`config.mk`:
```
export PLATFORM = sky130hd
export DESIGN_NAME = tspin_ctrl
export DESIGN_NICKNAME = d
export VERILOG_FILES = /design/src/rtl/tspin_pkg.sv /design/src/rtl/tspin_cfg_reg.sv /design/src/rtl/tspin_in_path.sv /design/src/rtl/tspin_out_mux.sv /design/src/rtl/tspin_ctrl.sv
export SDC_FILE = /design/constraint.sdc
export NUM_CORES = 1
export LEC_CHECK = 0
export BUFFER_PORTS_ARGS = -buffer_cell sky130_fd_sc_hd__buf_2
export CELL_PAD_IN_SITES_DETAIL_PLACEMENT = 0
export CELL_PAD_IN_SITES_GLOBAL_PLACEMENT = 1
export CORE_AREA = 2 2 39 41
export CTS_CLUSTER_SIZE = 30
export DETAILED_ROUTE_END_ITERATION = 8
export DIE_AREA = 0 0 41 43
export GPL_TIMING_DRIVEN = 0
export HOLD_SLACK_MARGIN = 0.02
export PLACE_DENSITY_LB_ADDON = 0.1
export SLEW_MARGIN = 10
export SYNTH_ARGS = -nofsm -noshare
export SYNTH_HDL_FRONTEND = slang
export SYNTH_HIERARCHICAL = 1
export SYNTH_SLANG_ARGS = --single-unit
export TNS_END_PERCENT = 100
```
`constraint.sdc`:
```
create_clock -name clk -period 1.1 [get_ports clk]
set_clock_uncertainty 0.05 [all_clocks]
set_input_delay 0.22 -clock clk [delete_from_list [all_inputs] [get_ports clk]]
set_output_delay 0.22 -clock clk [all_outputs]
set_load 0.005 [all_outputs]
```
`src/rtl/tspin_pkg.sv`:
```
package tspin_pkg;
  typedef enum logic [1:0] {
    PM_OFF = 2'b00,
    PM_IRQ = 2'b01,
    PM_CLK = 2'b10,
    PM_IN  = 2'b11
  } pin_mode_e;

  localparam int CFG_DW   = 8;
  localparam int MODE_LSB = 2;
  localparam int POL_BIT  = 5;
  localparam int SYNC_N   = 2;
endpackage

```
`src/rtl/tspin_cfg_reg.sv`:
```
module tspin_cfg_reg
  import tspin_pkg::*;
#(
  parameter int DW      = CFG_DW,
  parameter int MODE_LO = MODE_LSB,
  parameter int POL_POS = POL_BIT
) (
  input  logic          clk,
  input  logic          rst_n,
  input  logic          wr,
  input  logic          sel,
  input  logic [DW-1:0] wdata,
  output pin_mode_e     mode,
  output logic          pol
);
  localparam int MODE_HI = MODE_LO + 1;

  logic [DW-1:0] unused_wdata;
  assign unused_wdata = wdata;

  logic take;
  assign take = wr & sel;

  always_ff @(posedge clk or negedge rst_n) begin
    if (!rst_n) begin
      mode <= PM_OFF;
      pol  <= 1'b0;
    end else if (take) begin
      mode <= pin_mode_e'(wdata[MODE_HI:MODE_LO]);
      pol  <= wdata[POL_POS];
    end
  end
endmodule

```
`src/rtl/tspin_in_path.sv`:
```
module tspin_in_path #(
  parameter int STAGES = tspin_pkg::SYNC_N
) (
  input  logic clk,
  input  logic rst_n,
  input  logic in_en,
  input  logic pol,
  input  logic pin_i,
  output logic trig,
  output logic active
);
  logic [STAGES-1:0] sync_q;
  logic              hist_q;
  logic              en_q;
  logic              lvl;

  always_ff @(posedge clk or negedge rst_n) begin
    if (!rst_n) begin
      sync_q <= '0;
      hist_q <= 1'b0;
      en_q   <= 1'b0;
    end else begin
      sync_q <= {sync_q[STAGES-2:0], pin_i};
      hist_q <= sync_q[STAGES-1];
      en_q   <= in_en;
    end
  end

  // polarity applied to the synchronized level; history kept raw so a
  // polarity change cannot look like an edge
  assign lvl    = sync_q[STAGES-1];
  assign active = in_en & (lvl ^ pol);
  assign trig   = in_en & en_q & (pol ? (hist_q & ~lvl) : (~hist_q & lvl));
endmodule

```
`src/rtl/tspin_out_mux.sv`:
```
module tspin_out_mux
  import tspin_pkg::*;
(
  input  pin_mode_e mode,
  input  logic      on_battery,
  input  logic      int_src,
  input  logic      clk_src,
  output logic      pin_o,
  output logic      pin_oe
);
  logic drv_sel;

  always_comb begin
    drv_sel = 1'b0;
    unique case (mode)
      PM_IRQ:  drv_sel = int_src;
      PM_CLK:  drv_sel = clk_src;
      default: drv_sel = 1'b0;
    endcase
  end

  assign pin_oe = ((mode == PM_IRQ) | (mode == PM_CLK)) & ~on_battery;
  assign pin_o  = pin_oe & drv_sel;
endmodule

```
`src/rtl/tspin_ctrl.sv`:
```
module tspin_ctrl
  import tspin_pkg::*;
(
  input  logic              clk,
  input  logic              rst_n,
  input  logic              cfg_wr,
  input  logic              cfg_sel,
  input  logic [CFG_DW-1:0] cfg_wdata,
  input  logic              on_battery,
  input  logic              int_src,
  input  logic              clk_src,
  input  logic              pin_i,
  output logic              pin_o,
  output logic              pin_oe,
  output logic              trig_pulse,
  output logic              stop_req
);
  pin_mode_e mode_q;
  logic      pol_q;

  tspin_cfg_reg u_cfg (
    .clk   (clk),
    .rst_n (rst_n),
    .wr    (cfg_wr),
    .sel   (cfg_sel),
    .wdata (cfg_wdata),
    .mode  (mode_q),
    .pol   (pol_q)
  );

  tspin_in_path #(.STAGES(SYNC_N)) u_in (
    .clk    (clk),
    .rst_n  (rst_n),
    .in_en  (mode_q == PM_IN),
    .pol    (pol_q),
    .pin_i  (pin_i),
    .trig   (trig_pulse),
    .active (stop_req)
  );

  tspin_out_mux u_out (
    .mode       (mode_q),
    .on_battery (on_battery),
    .int_src    (int_src),
    .clk_src    (clk_src),
    .pin_o      (pin_o),
    .pin_oe     (pin_oe)
  );
endmodule

```
# --- Yosys cells after proc, flatten, opt, wreduce, memory -nomap -nowiden ---
# Index checks and enable logic that the tools add are counted.
# W data, S select, Z words.
totals:
  register_bits: 7
  in_bits: 16
  output_inout_bits: 4
  elab_cells: 23
classes:
  eq_ne: 3
  muxes: 2
  bitwise_logic: 13
op_table:
  columns: ["operator", "n"]
  rows:
  - ["$and A1 B1 Y1", 8]
  - ["$eq A2 B2 Y1 const B", 2]
  - ["$not A1 Y1", 3]
  - ["$eq A2 B1 Y1 const B", 1]
  - ["$pmux W1 S2", 1]
  - ["$mux W1", 1]
  - ["$or A1 B1 Y1", 1]
  - ["$xor A1 B1 Y1", 1]

# --- Depth between registers and ports, before layout ---
depth:
  word_depth: 4
  mapped_depth: 4

# --- By module ---
# The synthesis kept the hierarchy.
modules_own_cells:
  columns: ["module", "n_inst", "cells_per_inst", "area_each_um2", "seq_area_each_um2"]
  rows:
  - ["tspin_in_path", 1, 10, 143.9, 100.1]
  - ["tspin_cfg_reg", 1, 7, 126.4, 75.1]
  - ["tspin_out_mux", 1, 7, 58.8, 0.0]
  - ["tspin_ctrl", 1, 1, 6.3, 0.0]

# --- Worst setup path before layout ---
# No wires, ideal clock.
synth_path:
  path_kind: "register to output"
  startpoint: "reg u_cfg.mode[0]"
  endpoint: "out pin_o"
  t_arrival_ps: 889
  setup_slack_ps: -59
  stages_incl_launch_ff: 4
  path_cell_list: "dfrtp_1 -> inv_1 -> ha_1 -> nor3_2"
synth_via:
  elab_chain_cells: 4
  elab_cells_between_ends: 6
  classes_between: "eq/ne: 2; mux: 1; bitwise: 3"
synth_rtl:
  columns: ["element", "line_no", "text"]
  rows:
  - ["start: declaration", "tspin_cfg_reg.sv:13", "output pin_mode_e mode,"]
  - ["start signal: assignment", "tspin_cfg_reg.sv:29", "mode <= pin_mode_e'(wdata[MODE_HI:MODE_LO]);"]
  - ["$eq A2 B1 Y1 or $eq A2 B2 Y1 (tied branches)", "tspin_out_mux.sv:15, tspin_out_mux.sv:22", null]
  - ["$or A1 B1 Y1", "tspin_out_mux.sv:22", "assign pin_oe = ((mode == PM_IRQ) | (mode == PM_CLK)) & ~on_battery;"]
  - ["$and A1 B1 Y1", "tspin_out_mux.sv:22", null]
  - ["$and A1 B1 Y1 (*)", "tspin_out_mux.sv:23", "assign pin_o = pin_oe & drv_sel;"]
  - ["end: declaration", "tspin_ctrl.sv:13", "output logic pin_o,"]
# Every way passes the cells marked *; elsewhere a longest branch is shown, timed or not.

# --- Worst setup path after layout ---
layout_path:
  startpoint: "reg u_cfg.pol"
  endpoint: "out trig_pulse"
layout_via:
  elab_chain_cells: 2
layout_rtl:
  columns: ["element", "line_no", "text"]
  rows:
  - ["start: declaration", "tspin_cfg_reg.sv:14", "output logic pol"]
  - ["start signal: assignment", "tspin_cfg_reg.sv:30", "pol <= wdata[POL_POS];"]
  - ["$mux W1", "tspin_in_path.sv:33", "assign trig = in_en & en_q & (pol ? (hist_q & ~lvl) : (~hist_q & lvl));"]
  - ["$and A1 B1 Y1", "tspin_in_path.sv:33", null]
  - ["end: declaration", "tspin_ctrl.sv:15", "output logic trig_pulse,"]
# Every way passes these cells.

==> results_dict.tcl <==
set metrics [dict create \
    max_stage_delay_ns 0.39 \
    crit_cells 3 \
    routed_wl_um 665 \
    netlist-cell-type-count 14 \
    cts.sinks 7 \
    wl_per_cell_um 10.2 \
    whs_ns 0.146 \
    final_area_um2 524 \
    setup_ws_ns -0.412 \
    maxSlewHeadroom_pct 88.5 \
    path_delay_family "flip-flops" \
    cts_htree_levels 1 \
    cp.required_ns 0.83 \
    final_nets 68 \
    track_usage_pct 9.33 \
    setup_viol_count_final 4 \
    drc 0 \
    diodes 0 \
    cp_num_buf_inv 1 \
    gp_congestion 0.587 \
    use_met1_pct 6.64 \
    synthFlopType "dfrtp_1" \
    period_share_pct 137 \
    violations "setup timing" \
    peakVddDrop_mv 0.481 \
    layout_min_cycle_time_ns 1.51 \
    drive_gt1_share_pct 67.3 \
    synth-seq-area-share_pct 52.2 \
    viasPerCell 4.17 \
    fmax_ghz 0.661 \
    critPathLaunchType "flop" \
    p_leak_nw 0.264 \
    finalSetupTns_ns -1.40 \
    num_io_pins 20 \
    ys_seq_elements 7 \
    min_path_type "primary input to flop" \
    grt_antenna_before_repair 0 \
    syn_area_per_cell_um2 13.4 \
    crit_arrival_ns 1.24 \
    synth.top_cell.area_share_pct 52.2 \
    core_mm2 0.00138 \
    grtUsageMet3_pct 4.71 \
    port_buffers 14 \
    met2_usage_pct 15.9 \
    power.density_mw_per_mm2 1390 \
    drt-initial-drc-count 3 \
    dr.pass1.iters 2 \
    worst_pin_slew_ns 0.172 \
    ys_async_sr_fraction_pct 100 \
    cts_tree "built" \
    synth_area_leaders "dfrtp_1, mux2_4, ha_1" \
    vias 271 \
    status "finished, violations left" \
    ys_warn_count 6 \
    synthToLayoutAreaGrowth_pct 56.3 \
    fp-row-count 14 \
    endpoint_kind "primary output" \
    fin_util_pct 37.9 \
    reg2regPathDepth 2 \
    cts-buffers-inserted 3 \
    antenna_left 0 \
    hold_path_depth 2 \
    start_util_pct 24.2 \
    worstSkewPairLatency_ns 0.25 \
    cp_cell_sequence "or3b_1 > a21oi_2 > buf_2" \
    cp_slowest_cell "dfrtp_1" \
    gr-total-overflow 0 \
    reg2reg_from "u_cfg/mode[1]" \
    synth_most_common_cell "dfrtp_1" \
    max_cap_violations 0 \
    setup.worst_path.start "u_cfg/pol" \
    worstHoldStart "cfg_wdata[5]" \
    netlist_top_cells_count "dfrtp_1, mux2_4, and2_1, ha_1, inv_1" \
    path_class "flop to primary output" \
    grt_busiest_layer "met2" \
    yosys.area.top_type "dfrtp_1" \
    synthesis.area_um2 335 \
    placed_cell_area_um2 425 \
    synth_edf_count 0 \
    hold_viol_final 0 \
    grt_pass1_wl_um 1020 \
    synth_nets 43 \
    die_area_mm2 0.00176 \
    die_h_um 43 \
    syn_inst 25 \
    grt_setup_unrepaired "true" \
    cts_max_path_buffers 2 \
    clk_pin_slew_worst_paths_ns 0.06 \
    drv_slew 0 \
    grt_pass1_vias 295 \
    crit_fanout 2 \
    cts_root_buffer "clkbuf_4" \
    chipWidth_um 41 \
    grt_max_degree 8 \
]
per-layer routing:
metal	share of wire (%)	vias to the layer above
met5	0	-
met4	0	0
met3	7.2	0
met2	60	9
met1	33	129
li1	-	133
stage by stage:
step	instances	total power [mW]	worst slack, ns
6_report	65	0.727	-0.412
4_1_cts	64	0.734	-0.435
2_1_floorplan	25	0.389	-0.0467
5_1_grt	65	0.776	-0.469
3_5_place_dp	55	0.444	-0.183
3_3_place_gp	55	0.434	-0.169
what timing repair did:
action / in CTS / in global routing
pin swaps: 3 / 1
buffers inserted: 3 / 1
setup endpoints to repair: 4 / 4
hold endpoints to repair: 8 / 0
hold buffers: 2 / 0
resized for setup: 3 / 2
where the power goes:
part           leakage, nW  internal [mW]  switching [mW]  total [mW]
Clock               0.0177          0.133          0.0989       0.232
Sequential          0.0831          0.285          0.0230       0.308
Combinational        0.163          0.117          0.0704       0.187
state kept, by name (all words and copies together) (netlist names):
register     flops
u_in/en_q        1
u_cfg/pol        1
u_cfg/mode       2
u_in/hist_q      1
u_in/sync_q      2
worst paths after layout:
check | slack, ns | to
worst max-delay path | -0.41 | trig_pulse
worst min-delay path | 0.15 | u_cfg/pol
worst max register to register | 0.12 | u_cfg/mode[1]
worst min register to register | 0.31 | u_in/sync_q[1]
max in group asynchronous | 0.57 | u_cfg/mode[0]
min in group asynchronous | 0.27 | u_in/hist_q
cell usage in the layout, fill, tap and decap left out, drive strengths merged:
cell,n
or3b,1
dfrtp,7
nor3,1
buf,18
nor2,1
nand3b,1
a21oi,1
inv,2
a22oi,1
and2,2
nand2,2
dlygate4sd3,2
clkbuf,3
xor2,1
clkinv,1
mux2,3
ha,2
logic make-up (layout without fill, tap and decap cells):
kind of cell | count (synthesis) | after routing | share of synthesized area, %
XOR/XNOR | 1 | 1 | 2.61
buffers and inverters | 2 | 26 | 2.24
flip-flops | 7 | 7 | 52.2
adder cells (fa/ha/maj) | 2 | 2 | 7.46
AND/OR/NAND/NOR | 8 | 8 | 15.7
multiplexers | 3 | 3 | 13.4
AO/OA/AOI/OAI | 2 | 2 | 6.34
layout make-up:
cell class                      count  area, um2
Clock buffer                        3       22.5
Clock inverter                      1       5.00
Fill cell                         151        860
Inverter                            2       7.51
Multi-Input combinational cell     16        170
Sequential cell                     7        175
Tap cell                           16       20.0
Timing Repair Buffer               20        124
No activity file was read; power rests on OpenSTA's default activity.
